[config.mk]
export PLATFORM = sky130hd
export DESIGN_NAME = cfgload_seq
export DESIGN_NICKNAME = d
export VERILOG_FILES = /design/src/rtl/cfgload_pkg.sv /design/src/rtl/cfgload_timer.sv /design/src/rtl/cfgload_addr_gen.sv /design/src/rtl/cfgload_byte_path.sv /design/src/rtl/cfgload_seq.sv
export SDC_FILE = /design/constraint.sdc
export NUM_CORES = 1
export LEC_CHECK = 0
export ABC_CLOCK_PERIOD_IN_PS = 4100
export CORE_MARGIN = 2
export CORE_UTILIZATION = 51
export DETAILED_ROUTE_END_ITERATION = 10
export GPL_TIMING_DRIVEN = 0
export PLACE_DENSITY_LB_ADDON = 0.15
export SETUP_SLACK_MARGIN = 0.1
export SYNTH_ARGS = -nofsm -noshare
export SYNTH_HDL_FRONTEND = slang
export SYNTH_SLANG_ARGS = --single-unit
[constraint.sdc]
create_clock -name clk -period 4.1 [get_ports clk]
set_clock_uncertainty 0.1 [all_clocks]
set_input_delay 1.025 -clock clk [delete_from_list [all_inputs] [get_ports clk]]
set_output_delay 1.025 -clock clk [all_outputs]
set_load 0.005 [all_outputs]
[src/rtl/cfgload_pkg.sv]
package cfgload_pkg;

  typedef enum logic [3:0] {
    S_IDLE, S_PROG, S_WINIT, S_READ, S_LAT, S_WRITE, S_STARTUP, S_WDONE
  } seq_st_e;

  typedef enum logic [2:0] {
    E_NONE      = 3'd0,
    E_INIT_TO   = 3'd1,
    E_SYNC      = 3'd2,
    E_INIT_LOST = 3'd3,
    E_DONE_TO   = 3'd4,
    E_SHORT     = 3'd5
  } err_e;

  localparam int unsigned SYNC_LEN = 8;

  // expected stored byte at each position of the opening pattern
  function automatic logic [7:0] sync_byte(input logic [2:0] idx);
    case (idx)
      3'd4:    sync_byte = 8'hAA;
      3'd5:    sync_byte = 8'h99;
      3'd6:    sync_byte = 8'h55;
      3'd7:    sync_byte = 8'h66;
      default: sync_byte = 8'hFF;
    endcase
  endfunction

endpackage

[src/rtl/cfgload_timer.sv]
module cfgload_timer #(
  parameter int TW = 10
) (
  input  logic          clk,
  input  logic          rst_n,
  input  logic          clr,
  output logic [TW-1:0] cnt
);
  // cycles spent in the current state, saturating
  always_ff @(posedge clk or negedge rst_n) begin
    if (!rst_n)          cnt <= '0;
    else if (clr)        cnt <= '0;
    else if (cnt != '1)  cnt <= cnt + 1'b1;
  end
endmodule

[src/rtl/cfgload_addr_gen.sv]
module cfgload_addr_gen #(
  parameter int AW = 16
) (
  input  logic          clk,
  input  logic          rst_n,
  input  logic          load,
  input  logic [AW-1:0] base,
  input  logic [AW-1:0] last,
  input  logic          step,
  output logic [AW-1:0] addr,
  output logic          at_last
);
  logic [AW-1:0] last_q;

  always_ff @(posedge clk or negedge rst_n) begin
    if (!rst_n) begin
      addr   <= '0;
      last_q <= '0;
    end else if (load) begin
      addr   <= base;
      last_q <= last;
    end else if (step) begin
      addr   <= addr + 1'b1;
    end
  end

  assign at_last = (addr == last_q);
endmodule

[src/rtl/cfgload_byte_path.sv]
module cfgload_byte_path
  import cfgload_pkg::*;
(
  input  logic       clk,
  input  logic       rst_n,
  input  logic       clr,
  input  logic       cap,
  input  logic [7:0] din,
  output logic [7:0] dout,
  output logic       sync_ok,
  output logic       sync_full
);
  localparam int IW = $clog2(SYNC_LEN) + 1;

  logic [7:0]    data_q;
  logic [IW-1:0] idx_q;

  always_ff @(posedge clk or negedge rst_n) begin
    if (!rst_n) begin
      data_q <= '0;
      idx_q  <= '0;
    end else if (clr) begin
      idx_q  <= '0;
    end else if (cap) begin
      data_q <= din;
      if (!sync_full) idx_q <= idx_q + 1'b1;
    end
  end

  assign sync_full = (idx_q == IW'(SYNC_LEN));
  assign sync_ok   = sync_full || (din == sync_byte(idx_q[2:0]));

  // target reads flash bit k on its pin 7-k
  for (genvar k = 0; k < 8; k++) begin : g_rev
    assign dout[k] = data_q[7-k];
  end
endmodule

[src/rtl/cfgload_seq.sv]
module cfgload_seq
  import cfgload_pkg::*;
#(
  parameter int AW        = 16,
  parameter int LAT       = 2,
  parameter int PROG_CYC  = 16,
  parameter int SU_PULSES = 8,
  parameter int INIT_TO   = 256,
  parameter int DONE_TO   = 256
) (
  input  logic          clk,
  input  logic          rst_n,
  input  logic          start_i,
  input  logic [AW-1:0] base_addr_i,
  input  logic [AW-1:0] last_addr_i,
  output logic          flash_rd_o,
  output logic [AW-1:0] flash_addr_o,
  input  logic [7:0]    flash_data_i,
  output logic          prog_n_o,
  input  logic          init_n_i,
  input  logic          done_i,
  output logic          cs_n_o,
  output logic          cclk_o,
  output logic [7:0]    cfg_data_o,
  output logic          busy_o,
  output logic          done_o,
  output logic          err_o,
  output logic [2:0]    err_code_o
);
  localparam int M1   = (PROG_CYC > INIT_TO) ? PROG_CYC : INIT_TO;
  localparam int M2   = (DONE_TO > 2*SU_PULSES) ? DONE_TO : 2*SU_PULSES;
  localparam int M3   = (M1 > M2) ? M1 : M2;
  localparam int MAXV = (M3 > LAT) ? M3 : LAT;
  localparam int TW   = $clog2(MAXV + 1) + 1;

  localparam logic [TW-1:0] T_PROG = TW'(PROG_CYC - 1);
  localparam logic [TW-1:0] T_INIT = TW'(INIT_TO - 1);
  localparam logic [TW-1:0] T_LAT  = TW'(LAT - 1);
  localparam logic [TW-1:0] T_SU   = TW'(2*SU_PULSES - 1);
  localparam logic [TW-1:0] T_DONE = TW'(DONE_TO - 1);

  seq_st_e st_q, st_d;
  err_e    err_q, err_d;
  logic    done_q, errf_q;
  logic    set_err, set_done, load, step, cap;
  logic [TW-1:0] tcnt;
  logic    at_last, sync_ok, sync_full;
  logic [AW-1:0] addr;

  cfgload_timer #(.TW(TW)) u_timer (
    .clk(clk), .rst_n(rst_n), .clr(st_d != st_q), .cnt(tcnt)
  );

  cfgload_addr_gen #(.AW(AW)) u_addr (
    .clk(clk), .rst_n(rst_n), .load(load), .base(base_addr_i),
    .last(last_addr_i), .step(step), .addr(addr), .at_last(at_last)
  );

  cfgload_byte_path u_bytes (
    .clk(clk), .rst_n(rst_n), .clr(load), .cap(cap), .din(flash_data_i),
    .dout(cfg_data_o), .sync_ok(sync_ok), .sync_full(sync_full)
  );

  always_comb begin
    st_d     = st_q;
    err_d    = E_NONE;
    set_err  = 1'b0;
    set_done = 1'b0;
    load     = 1'b0;
    step     = 1'b0;
    cap      = 1'b0;
    unique case (st_q)
      S_IDLE: if (start_i) begin
        load = 1'b1;
        st_d = S_PROG;
      end
      S_PROG: if (tcnt == T_PROG) st_d = S_WINIT;
      S_WINIT: begin
        if (init_n_i)             st_d = S_READ;
        else if (tcnt == T_INIT) begin set_err = 1'b1; err_d = E_INIT_TO; end
      end
      S_READ: begin
        if (!init_n_i) begin set_err = 1'b1; err_d = E_INIT_LOST; end
        else           st_d = S_LAT;
      end
      S_LAT: begin
        if (!init_n_i) begin
          set_err = 1'b1; err_d = E_INIT_LOST;
        end else if (tcnt == T_LAT) begin
          if (!sync_ok) begin set_err = 1'b1; err_d = E_SYNC; end
          else begin cap = 1'b1; st_d = S_WRITE; end
        end
      end
      S_WRITE: begin
        if (!at_last) begin
          step = 1'b1;
          st_d = S_READ;
        end else if (!sync_full) begin
          set_err = 1'b1; err_d = E_SHORT;
        end else begin
          st_d = S_STARTUP;
        end
      end
      S_STARTUP: if (tcnt == T_SU) st_d = S_WDONE;
      S_WDONE: begin
        if (done_i) begin
          set_done = 1'b1;
          st_d     = S_IDLE;
        end else if (tcnt == T_DONE) begin
          set_err = 1'b1; err_d = E_DONE_TO;
        end
      end
      default: st_d = S_IDLE;
    endcase
    if (set_err) st_d = S_IDLE;
  end

  always_ff @(posedge clk or negedge rst_n) begin
    if (!rst_n) begin
      st_q   <= S_IDLE;
      done_q <= 1'b0;
      errf_q <= 1'b0;
      err_q  <= E_NONE;
    end else begin
      st_q <= st_d;
      if (load) begin
        done_q <= 1'b0;
        errf_q <= 1'b0;
        err_q  <= E_NONE;
      end else if (set_err) begin
        errf_q <= 1'b1;
        err_q  <= err_d;
      end else if (set_done) begin
        done_q <= 1'b1;
      end
    end
  end

  assign busy_o       = (st_q != S_IDLE);
  assign prog_n_o     = (st_q != S_PROG);
  assign cs_n_o       = !(st_q == S_READ || st_q == S_LAT || st_q == S_WRITE);
  assign cclk_o       = (st_q == S_WRITE) || (st_q == S_STARTUP && tcnt[0]);
  assign flash_rd_o   = (st_q == S_READ);
  assign flash_addr_o = addr;
  assign done_o       = done_q;
  assign err_o        = errf_q;
  assign err_code_o   = err_q;
endmodule

==> report_table.html, run 1 <==
<table>
<tr><th>Metric</th><th>Value</th></tr>
<tr><th colspan="2">Run status</th></tr>
<tr><td>Run status</td><td>completed</td></tr>
<tr><th colspan="2">Clock network</th></tr>
<tr><td>Buffers from clock root to sink, at most</td><td>2</td></tr>
<tr><td>Clock root buffer</td><td>clkbuf_8</td></tr>
<tr><td>H-tree levels</td><td>3</td></tr>
<tr><td>CTS-repair resized insts</td><td>0</td></tr>
<tr><td>Insertion delay to the later sink of the worst-skew pair</td><td>0.36 ns</td></tr>
<tr><td>Post-CTS Setup Inserts</td><td>0</td></tr>
<tr><td>Clock tree from TritonCTS</td><td>done</td></tr>
<tr><td>Worst-path clk slew</td><td>approximately 0.070 ns</td></tr>
<tr><td># clock sinks</td><td>63</td></tr>
<tr><td>Clock buffers created by TritonCTS</td><td>9</td></tr>
<tr><td>Cts hold-fix bufs</td><td>0</td></tr>
<tr><th colspan="2">Timing</th></tr>
<tr><td>Hold_ws</td><td>0.391 ns</td></tr>
<tr><td>Final Critical Period</td><td>3.39 ns</td></tr>
<tr><td>Actual transition at the worst max-transition pin</td><td>slightly below 0.8 ns</td></tr>
<tr><td>Final number of setup-violating endpoints</td><td>0</td></tr>
<tr><td>Unrepaired setup endpoints after global routing</td><td>false</td></tr>
<tr><td>Final period util</td><td>0.826</td></tr>
<tr><td>Max Clock Freq</td><td>a little under 300 MHz</td></tr>
<tr><td>Number of pins with negative max-slew slack in the final report</td><td>0</td></tr>
<tr><td>Final hold vios</td><td>0</td></tr>
<tr><td>Headroom to the max-slew limit</td><td>0.485</td></tr>
<tr><th colspan="2">Global routing</th></tr>
<tr><td>Pin count of the biggest net entering global routing</td><td>64</td></tr>
<tr><td>Number of antenna violations at the first check in global routing</td><td>0</td></tr>
<tr><td>Global-route wire length before repair</td><td>14600 µm</td></tr>
<tr><td>Via count of the first global-routing pass</td><td>3054</td></tr>
<tr><td>Global-route congestion overflow total</td><td>0</td></tr>
<tr><td>Total global-route track usage</td><td>0.247</td></tr>
<tr><th colspan="2">Detailed routing</th></tr>
<tr><td>Vias after detailed routing</td><td>3173</td></tr>
<tr><td>Remaining antenna violation count</td><td>0</td></tr>
<tr><td>Routed WL per cell</td><td>15.1 µm</td></tr>
<tr><td>Detailed-route vias per instance</td><td>5.41</td></tr>
<tr><td>Initial detailed-routing violation count</td><td>between 200 and 250</td></tr>
<tr><td>Final wirelength</td><td>8860 µm</td></tr>
<tr><td>Drc violations</td><td>0</td></tr>
<tr><td>Number of detailed-routing iterations run before antenna repair</td><td>4</td></tr>
<tr><th colspan="2">Cells and area</th></tr>
<tr><td>Layout fillers</td><td>541</td></tr>
<tr><td>Highest-count cells in the layout ignoring fill and taps</td><td>92 x nand2_1, 77 x clkdlybuf4s50_1, 63 x dfrtp_1, 30 x xor2_1, 28 x o21ai_0</td></tr>
<tr><td>Layout net count</td><td>539</td></tr>
<tr><td>Fraction of final layout cells sized beyond drive strength 1</td><td>0.0815</td></tr>
<tr><td>Synthesis-to-finish area growth</td><td>31.1%</td></tr>
<tr><td>Final cell utilization of the core</td><td>0.694</td></tr>
<tr><td>Most common cell after layout, fill and taps aside</td><td>nand2_1</td></tr>
<tr><td>Antenna diodes</td><td>0</td></tr>
<tr><th colspan="2">Worst setup path</th></tr>
<tr><td>Critical path class</td><td>in -&gt; reg</td></tr>
<tr><td>Worst Setup Start Kind</td><td>input pin</td></tr>
<tr><td>Critical Path AT</td><td>3.51 ns</td></tr>
<tr><td>Highest fanout seen on the critical path</td><td>10</td></tr>
<tr><td>Worst Path Required</td><td>4.22 ns</td></tr>
<tr><td>Category of the worst setup path capture point</td><td>flop</td></tr>
<tr><th colspan="2">Synth</th></tr>
<tr><td>Synth Cell Area</td><td>3600 µm²</td></tr>
<tr><td>Synthesized area per cell</td><td>9.06 µm²</td></tr>
<tr><td>Flop and latch count out of synthesis</td><td>63</td></tr>
<tr><td>Number of cells produced by synthesis</td><td>397</td></tr>
<tr><td>Proportion of register bits with asynchronous set or reset after synthesis</td><td>1.00</td></tr>
<tr><td>Distinct cell type count of the synthesized netlist</td><td>53</td></tr>
<tr><td>Predominant post-synthesis flop cell</td><td>dfrtp_1</td></tr>
<tr><td>Syn nets</td><td>450</td></tr>
<tr><td>Part of the Yosys area used for sequential elements</td><td>0.438</td></tr>
<tr><td>Post-synth EDFFs</td><td>0</td></tr>
<tr><td>Count of synthesis-stage warnings from yosys</td><td>0</td></tr>
<tr><th colspan="2">Min path</th></tr>
<tr><td>Path class of the lowest-slack min-delay path</td><td>reg -&gt; reg</td></tr>
<tr><th colspan="2">Placement</th></tr>
<tr><td>Number of port buffers</td><td>78</td></tr>
<tr><td>Routability Congestion</td><td>0.907</td></tr>
<tr><td>HPWL after DPL</td><td>6290 µm</td></tr>
<tr><th colspan="2">Run</th></tr>
<tr><td>Number of max-cap violations</td><td>0</td></tr>
<tr><th colspan="2">Floorplan</th></tr>
<tr><td>Top-level I/O count</td><td>79</td></tr>
<tr><td>Starting density of the core</td><td>0.529</td></tr>
<tr><td>Die Width</td><td>88.0 µm</td></tr>
<tr><td>Core Area</td><td>6790 µm²</td></tr>
<tr><td>Total number of placement rows</td><td>30</td></tr>
<tr><td>Die area</td><td>7740 µm²</td></tr>
<tr><td>DIE HEIGHT</td><td>88.0 µm</td></tr>
<tr><th colspan="2">Pwr</th></tr>
<tr><td>Worst vdd ir</td><td>between 0.2 and 0.25 mV</td></tr>
<tr><td>Power density cells</td><td>345 nW/µm²</td></tr>
<tr><td>Leak pwr</td><td>2.03 nW</td></tr>
</table>
-- path summary, 6_finish.rpt --
kind / startpoint / endpoint / slack (ns) / cells after the start
max in group asynchronous: rst_n / u_addr.addr[0] / 2.75 / 1
min in group asynchronous: rst_n / st_q[1] / 0.65 / 1
hold reg to reg: err_code_o[2] / err_code_o[2] / 0.39 / 2
setup reg to reg: u_bytes.idx_q[0] / u_timer.cnt[3] / 0.87 / 10
setup / recovery: flash_data_i[5] / u_timer.cnt[3] / 0.71 / 8
hold / removal: err_code_o[2] / err_code_o[2] / 0.39 / 2
-- routing by layer --
metal / GRT usage / up-vias / part of all wire
met1: 0.332 / 1489 / 0.46
met3: 0.0518 / 18 / 0.058
met5: 0 / - / 0
met2: 0.387 / 109 / 0.46
met4: 0.110 / 0 / 0.022
li1: - / 1557 / -
-- metrics by stage --
step	setup slack, ns	instance area [µm²]	setup TNS, ns	cells	total power, mW
finish	0.715	4720	0	587	1.63
global route	0.501	4720	0	587	1.70
CTS	0.680	4720	0	587	1.64
detailed placement	0.319	4500	0	571	1.03
global placement	-0.197	4500	-12.16	571	1.02
floorplan	1.13	3600	0	397	0.870
-- synth_stat cells, types with 3 or more instances --
master     n  share of area
a211oi_1   3         0.0063
a21o_1     3         0.0063
a21oi_1    5         0.0070
and3_1     8          0.014
clkbuf_1  14          0.015
dfrtp_1   63           0.44
ha_1       8          0.028
inv_1      7         0.0073
mux2_2     9          0.028
mux2i_1    3         0.0083
nand2_1   92          0.096
nand3_1   11          0.015
nand3b_1   5          0.010
nand4_1    6          0.010
nor2_1    25          0.026
nor2b_1    5         0.0087
nor3_1    14          0.019
nor4_1     6          0.010
o21ai_0   28          0.039
or4_1      3         0.0063
xnor2_1    9          0.022
xor2_1    30          0.073
-- final cells by class --
type,count,area (µm²),share of cell area
multi-input combinational,311,1930,0.409
sequential,63,1580,0.334
timing repair buffer,78,778,0.165
clock buffer,10,138,0.0292
tap,96,120,0.0255
clock inverter,6,83.8,0.0178
buffer,16,65.1,0.0138
inverter,7,26.3,0.00557
-- worst max-delay path: stages --
cell	delay, ns
clkdlybuf4s50_1	0.54
nor4b_1	0.28
o31ai_1	0.13
a211oi_2	0.33
o2111ai_2	0.18
a2111oi_4	0.47
xor2_2	0.43
nor3_1	0.12
-- state kept, by name, indices dropped and copies added, names as in the netlist --
signal and cells:
u_addr.addr 16, err_code_o 3, u_bytes.data_q 8, done_o 1
u_timer.cnt 10, err_o 1, st_q 4, u_bytes.idx_q 4
u_addr.last_q 16
-- power breakdown --
group / switching, mW / internal [mW] / leakage (nW)
Clock: 0.252 / 0.356 / 0.116
Combinational: 0.124 / 0.151 / 1.09
Sequential: 0.0690 / 0.676 / 0.824
-- logic make-up (layout without fill, tap and decap cells) --
| group | after synthesis | after routing | synth area share |
|---|---|---|---|
| buffers and inverters | 23 | 117 | 0.0254 |
| AND/OR/NAND/NOR | 191 | 191 | 0.257 |
| multiplexers | 12 | 12 | 0.0365 |
| XOR/XNOR | 40 | 40 | 0.0995 |
| flip-flops | 63 | 63 | 0.438 |
| AO/OA/AOI/OAI | 59 | 59 | 0.114 |
| adder cells (fa/ha/maj) | 8 | 8 | 0.0278 |
| other | 1 | 1 | 0.00104 |
No activity file was read; power rests on OpenSTA's default activity.
==> run 2, diff against run 1 <==
--- a/config.mk
+++ b/config.mk
@@ -5,9 +5,9 @@
 export SDC_FILE = /design/constraint.sdc
 export NUM_CORES = 1
 export LEC_CHECK = 0
-export ABC_CLOCK_PERIOD_IN_PS = 4100
+export ABC_CLOCK_PERIOD_IN_PS = 2900
 export CORE_MARGIN = 2
-export CORE_UTILIZATION = 51
+export CORE_UTILIZATION = 46
 export DETAILED_ROUTE_END_ITERATION = 10
 export GPL_TIMING_DRIVEN = 0
 export PLACE_DENSITY_LB_ADDON = 0.15
==> constraint.sdc (replaced) <==
create_clock -name clk -period 2.9 [get_ports clk]
set_clock_uncertainty 0.1 [all_clocks]
set_input_delay 0.725 -clock clk [delete_from_list [all_inputs] [get_ports clk]]
set_output_delay 0.725 -clock clk [all_outputs]
set_load 0.005 [all_outputs]
==> report_table.html, run 2 (synthesis gave the netlist of run 1 again) <==
<table>
<tr><th>Metric</th><th>Value</th></tr>
<tr><th colspan="2">Run status</th></tr>
<tr><td>Run status</td><td>finished with violations (was completed)</td></tr>
<tr><td>Violated checks</td><td>setup timing</td></tr>
<tr><th colspan="2">Floorplan</th></tr>
<tr><td>Core Area</td><td>7650 µm² (was 6790 µm²)</td></tr>
<tr><td>Die area</td><td>8540 µm² (was 7740 µm²)</td></tr>
<tr><td>DIE HEIGHT</td><td>92.4 µm (was 88.0 µm)</td></tr>
<tr><td>Top-level I/O count</td><td>79 (unchanged)</td></tr>
<tr><td>Total number of placement rows</td><td>32 (was 30)</td></tr>
<tr><td>Die Width</td><td>92.4 µm (was 88.0 µm)</td></tr>
<tr><td>Starting density of the core</td><td>0.470 (was 0.529)</td></tr>
<tr><th colspan="2">Worst setup path</th></tr>
<tr><td>Max incr delay on CP</td><td>0.47 ns (was 0.54 ns)</td></tr>
<tr><td>Critical Path AT</td><td>3.13 ns (was 3.51 ns)</td></tr>
<tr><td>Most common cell type on the critical path</td><td>buf_4</td></tr>
<tr><td>Critical path class</td><td>reg -&gt; reg (was in -&gt; reg)</td></tr>
<tr><td>Highest fanout seen on the critical path</td><td>10 (unchanged)</td></tr>
<tr><td>Worst Path Required</td><td>3.02 ns (was 4.22 ns)</td></tr>
<tr><td>Buf/Inv on CP</td><td>3 (was 1)</td></tr>
<tr><td>Worst Setup Start Kind</td><td>flop (was input pin)</td></tr>
<tr><td>Category of the worst setup path capture point</td><td>flop (unchanged)</td></tr>
<tr><td>Cell breakdown of the critical path</td><td>ha_2, ha_4, a21oi_4, o21a_1, o2111ai_2, a211oi_2, buf_4, nor4b_4, a2111oi_4, buf_4, xor2_4, buf_12, nor3_2 (was clkdlybuf4s50_1, nor4b_1, o31ai_1, a211oi_2, o2111ai_2, a2111oi_4, xor2_2, nor3_1)</td></tr>
<tr><td>Worst path top cell family by delay</td><td>compound AO/OA/AOI/OAI gates (unchanged)</td></tr>
<tr><td>Crit-path slowest cell</td><td>dfrtp_2 (was clkdlybuf4s50_1)</td></tr>
<tr><th colspan="2">Cells and area</th></tr>
<tr><td>Antenna diodes</td><td>0 (unchanged)</td></tr>
<tr><td>Reg area</td><td>1580 µm² (about the same)</td></tr>
<tr><td>Most common cell after layout, fill and taps aside</td><td>nand2_1 (unchanged)</td></tr>
<tr><td>Fraction of final layout cells sized beyond drive strength 1</td><td>0.181 (was 0.0815)</td></tr>
<tr><td>Highest-count cells in the layout ignoring fill and taps</td><td>92 x nand2_1, 77 x clkdlybuf4s50_1, 60 x dfrtp_1, 30 x xor2_1, 26 x o21ai_0 (was 92 x nand2_1, 77 x clkdlybuf4s50_1, 63 x dfrtp_1, 30 x xor2_1, 28 x o21ai_0)</td></tr>
<tr><td>Fin cells</td><td>606 (was 587)</td></tr>
<tr><td>Largest registers</td><td>u_addr.addr x16, u_addr.last_q x16, u_timer.cnt x10 (unchanged)</td></tr>
<tr><td>Layout net count</td><td>552 (was 539)</td></tr>
<tr><td>Synthesis-to-finish area growth</td><td>41.9% (was 31.1%)</td></tr>
<tr><td>Final design area excluding fillers</td><td>5110 µm² (was 4720 µm²)</td></tr>
<tr><td>Multi-input gate area</td><td>2160 µm² (was 1930 µm²)</td></tr>
<tr><td>Layout fillers</td><td>651 (was 541)</td></tr>
<tr><th colspan="2">Timing</th></tr>
<tr><td>Headroom to the max-slew limit</td><td>0.468 (was 0.485)</td></tr>
<tr><td>Final number of setup-violating endpoints</td><td>10 (was 0)</td></tr>
<tr><td>Max Clock Freq</td><td>approximately 330 MHz</td></tr>
<tr><td>Unrepaired setup endpoints after global routing</td><td>true (was false)</td></tr>
<tr><td>Hold_ws</td><td>0.368 ns (was 0.391 ns)</td></tr>
<tr><td>Final period util</td><td>1.04</td></tr>
<tr><td>Setup tns final</td><td>-0.990 ns (was 0 ns)</td></tr>
<tr><td>Actual transition at the worst max-transition pin</td><td>0.799 ns (was 0.773 ns)</td></tr>
<tr><td>Number of pins with negative max-slew slack in the final report</td><td>0 (unchanged)</td></tr>
<tr><td>Final hold vios</td><td>0 (unchanged)</td></tr>
<tr><td>Setup slack of the critical path after layout</td><td>-0.105 ns (was 0.715 ns)</td></tr>
<tr><td>Final Critical Period</td><td>~3 ns</td></tr>
<tr><th colspan="2">Pwr</th></tr>
<tr><td>Worst vdd ir</td><td>0.300 mV (was 0.250 mV)</td></tr>
<tr><td>Power density cells</td><td>457 nW/µm² (was 345 nW/µm²)</td></tr>
<tr><td>Leak pwr</td><td>2.15 nW (was 2.03 nW)</td></tr>
<tr><td>Overall Power</td><td>2.33 mW (was 1.63 mW)</td></tr>
<tr><th colspan="2">Min path</th></tr>
<tr><td>Path class of the lowest-slack min-delay path</td><td>in -&gt; async (was reg -&gt; reg)</td></tr>
<tr><th colspan="2">Global routing</th></tr>
<tr><td>Global-route wire length before repair</td><td>15700 µm (was 14600 µm)</td></tr>
<tr><td>Pin count of the biggest net entering global routing</td><td>64 (unchanged)</td></tr>
<tr><td>Total global-route track usage</td><td>0.234 (was 0.247)</td></tr>
<tr><td>Number of antenna violations at the first check in global routing</td><td>0 (unchanged)</td></tr>
<tr><td>Global-route congestion overflow total</td><td>0 (unchanged)</td></tr>
<tr><td>Via count of the first global-routing pass</td><td>3267 (was 3054)</td></tr>
<tr><th colspan="2">Clock network</th></tr>
<tr><td>H-tree levels</td><td>3 (unchanged)</td></tr>
<tr><td>Buffers from clock root to sink, at most</td><td>2 (unchanged)</td></tr>
<tr><td>Clock buffers created by TritonCTS</td><td>9 (unchanged)</td></tr>
<tr><td>Cts hold-fix bufs</td><td>0 (unchanged)</td></tr>
<tr><td>Worst-path clk slew</td><td>0.07 ns (about the same)</td></tr>
<tr><td>Insertion delay to the later sink of the worst-skew pair</td><td>0.34 ns (was 0.36 ns)</td></tr>
<tr><td># clock sinks</td><td>63 (unchanged)</td></tr>
<tr><td>Clock tree from TritonCTS</td><td>done (unchanged)</td></tr>
<tr><td>Clock root buffer</td><td>clkbuf_8 (unchanged)</td></tr>
<tr><th colspan="2">Detailed routing</th></tr>
<tr><td>Remaining antenna violation count</td><td>0 (unchanged)</td></tr>
<tr><td>Drc violations</td><td>0 (unchanged)</td></tr>
<tr><td>Routed WL per cell</td><td>16.1 µm (was 15.1 µm)</td></tr>
<tr><td>Final wirelength</td><td>9760 µm (was 8860 µm)</td></tr>
<tr><td>Detailed-route vias per instance</td><td>5.40 (was 5.41)</td></tr>
<tr><td>Vias after detailed routing</td><td>3273 (was 3173)</td></tr>
<tr><td>Initial detailed-routing violation count</td><td>209 (was 236)</td></tr>
<tr><td>Number of detailed-routing iterations run before antenna repair</td><td>4 (unchanged)</td></tr>
<tr><th colspan="2">Placement</th></tr>
<tr><td>Number of port buffers</td><td>78 (unchanged)</td></tr>
<tr><td>HPWL after DPL</td><td>6440 µm (was 6290 µm)</td></tr>
<tr><td>Routability Congestion</td><td>0.886 (was 0.907)</td></tr>
<tr><td>Placed Area</td><td>4500 µm² (about the same)</td></tr>
<tr><td>Placed instance count</td><td>577 (was 571)</td></tr>
<tr><th colspan="2">Run</th></tr>
<tr><td>Number of max-cap violations</td><td>0 (unchanged)</td></tr>
</table>
-- run 2: worst register-to-register path, delay by kind of cell (launching register included) --
family	cells	cell delay, ns
simple gates	2	0.11
compound gates	5	1.06
flops	1	0.47
xor+xnor	1	0.16
buf+inv	3	0.55
fa+ha+maj	2	0.42
-- run 2: through the flow --
step / util / setup slack (ns)
6_report: 0.668 / -0.105
3_5_place_dp: 0.589 / -0.614
2_1_floorplan: - / 0.126
3_3_place_gp: 0.589 / -1.11
5_1_grt: 0.668 / -0.210
4_1_cts: 0.656 / -0.0206
-- run 2: routing by layer --
metal	track usage	up-vias	share of wire
li1	-	1578	-
met1	0.308	1604	0.44
met2	0.383	84	0.51
met3	0.0504	7	0.044
met4	0.0821	0	0.0060
met5	0	-	0
-- run 2: final timing paths --
kind,startpoint,to,slack (ns),cells after the start
setup / recovery,u_bytes.idx_q[0],u_timer.cnt[9],-0.10,13
hold / removal,rst_n,u_timer.cnt[0],0.37,1
setup reg to reg,u_bytes.idx_q[0],u_timer.cnt[9],-0.10,13
hold reg to reg,u_addr.last_q[9],u_addr.last_q[9],0.40,2
max in group asynchronous,rst_n,u_bytes.idx_q[1],1.74,1
min in group clk,u_addr.last_q[9],u_addr.last_q[9],0.40,2
-- run 2: cell type report --
type                    instances  area share
multi-input cells             311       0.423
flip-flops and latches         63       0.309
repair buffers                 94       0.181
clock buffers                  11      0.0277
well taps                     102      0.0250
clock inverters                 5      0.0159
plain buffers                  13      0.0115
inverters                       7     0.00613
-- run 2: repair_timing --
| item | in CTS | in global routing |
|---|---|---|
| buffers inserted | 10 | 6 |
| setup endpoints to repair | 26 | 31 |
| pin swaps | 9 | 6 |
| resized for setup | 43 | 17 |
-- run 2: report_power, final --
part | switching [mW] | internal (mW) | total, mW
combinational | 0.194 | 0.231 | 0.425
clock | 0.346 | 0.508 | 0.853
sequential | 0.0978 | 0.956 | 1.05
==> run 3, diff against run 2 <==
--- a/config.mk
+++ b/config.mk
@@ -12,6 +12,7 @@
 export GPL_TIMING_DRIVEN = 0
 export PLACE_DENSITY_LB_ADDON = 0.15
 export SETUP_SLACK_MARGIN = 0.1
+export SLEW_MARGIN = 20
 export SYNTH_ARGS = -nofsm -noshare
 export SYNTH_HDL_FRONTEND = slang
 export SYNTH_SLANG_ARGS = --single-unit
==> report_table.html, run 3 (synthesis gave the netlist of run 1 again) <==
<table>
<tr><th>Metric</th><th>Value</th></tr>
<tr><th colspan="2">Run status</th></tr>
<tr><td>Run status</td><td>finished with violations (unchanged)</td></tr>
<tr><td>Violated checks</td><td>setup timing (unchanged)</td></tr>
<tr><th colspan="2">Placement</th></tr>
<tr><td>Placed Area</td><td>4520 µm² (was 4500 µm²)</td></tr>
<tr><td>HPWL after DPL</td><td>6580 µm (was 6440 µm)</td></tr>
<tr><td>Placed instance count</td><td>578 (was 577)</td></tr>
<tr><td>Number of port buffers</td><td>78 (unchanged)</td></tr>
<tr><td>Routability Congestion</td><td>0.886 (unchanged)</td></tr>
<tr><th colspan="2">Worst setup path</th></tr>
<tr><td>Critical Path AT</td><td>3.10 ns (was 3.13 ns)</td></tr>
<tr><td>Critical path class</td><td>reg -&gt; reg (unchanged)</td></tr>
<tr><td>FF-to-FF Start</td><td>u_bytes.idx_q[0] (unchanged)</td></tr>
<tr><td>Highest fanout seen on the critical path</td><td>7 (was 10)</td></tr>
<tr><td>Cell breakdown of the critical path</td><td>ha_2, ha_4, nor2_2, a21o_1, o2111ai_2, a211oi_2, buf_4, nor4b_4, a2111oi_4, buf_6, xor2_4, nor3_2 (was ha_2, ha_4, a21oi_4, o21a_1, o2111ai_2, a211oi_2, buf_4, nor4b_4, a2111oi_4, buf_4, xor2_4, buf_12, nor3_2)</td></tr>
<tr><td>Worst Path Required</td><td>3.02 ns (about the same)</td></tr>
<tr><td>Max incr delay on CP</td><td>0.46 ns (was 0.47 ns)</td></tr>
<tr><td>Crit-path slowest cell</td><td>dfrtp_2 (unchanged)</td></tr>
<tr><td>Launching element of the worst setup path</td><td>u_bytes.idx_q[0] (unchanged)</td></tr>
<tr><td>Worst path top cell family by delay</td><td>compound AO/OA/AOI/OAI gates (unchanged)</td></tr>
<tr><td>Buf/Inv on CP</td><td>2 (was 3)</td></tr>
<tr><td>Category of the worst setup path capture point</td><td>flop (unchanged)</td></tr>
<tr><td>Worst Setup Start Kind</td><td>flop (unchanged)</td></tr>
<tr><th colspan="2">Timing</th></tr>
<tr><td>Number of pins with negative max-slew slack in the final report</td><td>0 (unchanged)</td></tr>
<tr><td>Hold_ws</td><td>0.203 ns (was 0.368 ns)</td></tr>
<tr><td>Final period util</td><td>1.03 (was 1.04)</td></tr>
<tr><td>Unrepaired setup endpoints after global routing</td><td>true (unchanged)</td></tr>
<tr><td>Setup slack of the critical path after layout</td><td>-0.0872 ns (was -0.105 ns)</td></tr>
<tr><td>Max Clock Freq</td><td>335 MHz (was 333 MHz)</td></tr>
<tr><td>Final number of setup-violating endpoints</td><td>10 (unchanged)</td></tr>
<tr><td>Final hold vios</td><td>0 (unchanged)</td></tr>
<tr><td>Final Critical Period</td><td>2.99 ns (was 3.00 ns)</td></tr>
<tr><th colspan="2">Detailed routing</th></tr>
<tr><td>Detailed-route vias per instance</td><td>5.43 (was 5.40)</td></tr>
<tr><td>Drc violations</td><td>0 (unchanged)</td></tr>
<tr><td>Initial detailed-routing violation count</td><td>202 (was 209)</td></tr>
<tr><td>Vias after detailed routing</td><td>3287 (was 3273)</td></tr>
<tr><td>Routed WL per cell</td><td>15.9 µm (was 16.1 µm)</td></tr>
<tr><td>Remaining antenna violation count</td><td>0 (unchanged)</td></tr>
<tr><td>Number of detailed-routing iterations run before antenna repair</td><td>4 (unchanged)</td></tr>
<tr><td>Final wirelength</td><td>9630 µm (was 9760 µm)</td></tr>
<tr><th colspan="2">Clock network</th></tr>
<tr><td>Buffers from clock root to sink, at most</td><td>2 (unchanged)</td></tr>
<tr><td>Clock tree from TritonCTS</td><td>done (unchanged)</td></tr>
<tr><td># clock sinks</td><td>63 (unchanged)</td></tr>
<tr><td>Insertion delay to the later sink of the worst-skew pair</td><td>0.34 ns (about the same)</td></tr>
<tr><td>Clock root buffer</td><td>clkbuf_8 (unchanged)</td></tr>
<tr><td>Cts hold-fix bufs</td><td>0 (unchanged)</td></tr>
<tr><td>Clock buffers created by TritonCTS</td><td>9 (unchanged)</td></tr>
<tr><td>Worst-path clk slew</td><td>0.07 ns (about the same)</td></tr>
<tr><td>H-tree levels</td><td>3 (unchanged)</td></tr>
<tr><th colspan="2">Floorplan</th></tr>
<tr><td>Top-level I/O count</td><td>79 (unchanged)</td></tr>
<tr><td>Starting density of the core</td><td>0.470 (unchanged)</td></tr>
<tr><td>Die Width</td><td>92.4 µm (unchanged)</td></tr>
<tr><td>Core Area</td><td>7650 µm² (unchanged)</td></tr>
<tr><td>DIE HEIGHT</td><td>92.4 µm (unchanged)</td></tr>
<tr><td>Total number of placement rows</td><td>32 (unchanged)</td></tr>
<tr><td>Die area</td><td>8540 µm² (unchanged)</td></tr>
<tr><th colspan="2">Global routing</th></tr>
<tr><td>Pin count of the biggest net entering global routing</td><td>38 (was 64)</td></tr>
<tr><td>Fraction of met1 tracks used by global routing</td><td>0.315 (was 0.308)</td></tr>
<tr><td>Met3 track demand over resource in global routing</td><td>0.0366 (was 0.0504)</td></tr>
<tr><td>Global-route wire length before repair</td><td>15300 µm (was 15700 µm)</td></tr>
<tr><td>Total global-route track usage</td><td>0.227 (was 0.234)</td></tr>
<tr><td>Met2 routing resource usage after global routing</td><td>0.360 (was 0.383)</td></tr>
<tr><td>Via count of the first global-routing pass</td><td>3159 (was 3267)</td></tr>
<tr><td>Routing layer with the top usage in global route</td><td>met2 (unchanged)</td></tr>
<tr><td>Global-route congestion overflow total</td><td>0 (unchanged)</td></tr>
<tr><td>Number of antenna violations at the first check in global routing</td><td>0 (unchanged)</td></tr>
<tr><th colspan="2">Cells and area</th></tr>
<tr><td>Most common cell after layout, fill and taps aside</td><td>nand2_1 (unchanged)</td></tr>
<tr><td>Highest-count cells in the layout ignoring fill and taps</td><td>92 x nand2_1, 77 x clkdlybuf4s50_1, 61 x dfrtp_1, 30 x xor2_1, 26 x o21ai_0 (was 92 x nand2_1, 77 x clkdlybuf4s50_1, 60 x dfrtp_1, 30 x xor2_1, 26 x o21ai_0)</td></tr>
<tr><td>Largest registers</td><td>u_addr.addr x16, u_addr.last_q x16, u_timer.cnt x10 (unchanged)</td></tr>
<tr><td>Fin cells</td><td>605 (was 606)</td></tr>
<tr><td>Fraction of final layout cells sized beyond drive strength 1</td><td>0.179 (was 0.181)</td></tr>
<tr><td>Antenna diodes</td><td>0 (unchanged)</td></tr>
<tr><td>Layout net count</td><td>552 (unchanged)</td></tr>
<tr><td>Final design area excluding fillers</td><td>5060 µm² (was 5110 µm²)</td></tr>
<tr><td>Synthesis-to-finish area growth</td><td>40.6% (was 41.9%)</td></tr>
<tr><th colspan="2">Pwr</th></tr>
<tr><td>Sw Share</td><td>0.293 (was 0.273)</td></tr>
<tr><td>Leak pwr</td><td>2.14 nW (was 2.15 nW)</td></tr>
<tr><td>Part of the total power dissipated in the clock network</td><td>0.308 (was 0.366)</td></tr>
<tr><td>Flop pwr share</td><td>0.494 (was 0.452)</td></tr>
<tr><td>Internal power</td><td>1.51 mW (was 1.69 mW)</td></tr>
<tr><td>Overall Power</td><td>2.13 mW (was 2.33 mW)</td></tr>
<tr><td>Part of the total power dissipated in combinational logic</td><td>0.198 (was 0.182)</td></tr>
<tr><td>Power density cells</td><td>422 nW/µm² (was 457 nW/µm²)</td></tr>
<tr><td>Net load switching power</td><td>0.626 mW (was 0.638 mW)</td></tr>
<tr><td>Worst vdd ir</td><td>0.308 mV (was 0.300 mV)</td></tr>
<tr><th colspan="2">Min path</th></tr>
<tr><td>Path class of the lowest-slack min-delay path</td><td>in -&gt; async (unchanged)</td></tr>
<tr><th colspan="2">Run</th></tr>
<tr><td>Number of max-cap violations</td><td>0 (unchanged)</td></tr>
</table>
## run 3: changes by cell type in the layout (fill, tap and decap cells not counted), moves of 3 or more
cell    delta
buf_6      +5
nor2_2     +3
mux2_4     +4
buf_4      -6
nor3_1     +4
mux2_2     -4
nor3_4     -4
## run 3: final cells by class
class,instances,area [µm²]
buffer,15,75.1
clock buffer,11,141
clock inverter,4,22.5
fill,651,2590
inverter,7,26.3
multi-input combinational,312,2180
sequential,63,1580
tap,102,128
timing repair buffer,91,903
## run 3: path summary, 6_finish.rpt
| check | to | slack (ns) | cells after the start |
|---|---|---|---|
| worst max-delay path | u_timer.cnt[3] | -0.09 | 12 |
| worst min-delay path | u_timer.cnt[1] | 0.20 | 1 |
| worst max register to register | u_timer.cnt[3] | -0.09 | 12 |
| worst min register to register | u_addr.last_q[9] | 0.40 | 2 |
| max in group asynchronous | st_q[1] | 1.96 | 2 |
| min in group clk | u_addr.last_q[9] | 0.40 | 2 |
## run 3: per-stage QoR
step / worst slack [ns] / setup TNS, ns / utilization
global placement: -1.11 / -78.25 / 0.589
CTS: -0.0194 / -0.0784 / 0.648
floorplan: 0.126 / 0 / -
finish: -0.0872 / -0.706 / 0.661
global route: -0.202 / -2.23 / 0.661
detailed placement: -0.570 / -10.14 / 0.591
## run 3: timing repair
| action | 4_1_cts | 5_1_grt |
|---|---|---|
| gates cloned | 1 | 0 |
| endpoints found under the setup margin | 26 | 32 |
| pin swaps | 15 | 6 |
| gates resized for setup | 39 | 25 |
| setup buffers | 9 | 3 |
## run 3: per-layer routing
layer,share of wire,wire (µm),vias up
met5,0,0,-
met4,0.017,164,0
met3,0.049,469,14
met2,0.48,4620,88
met1,0.45,4380,1609
li1,-,-,1576
## run 3: power by group through the flow
stage	clock network (mW)	registers (mW)	logic (mW)
5_1_grt	0.715	1.06	0.468
4_1_cts	0.667	1.05	0.413
6_report	0.658	1.05	0.423
2_1_floorplan	0	1.05	0.181
3_5_place_dp	0	1.07	0.391
3_3_place_gp	0	1.07	0.383
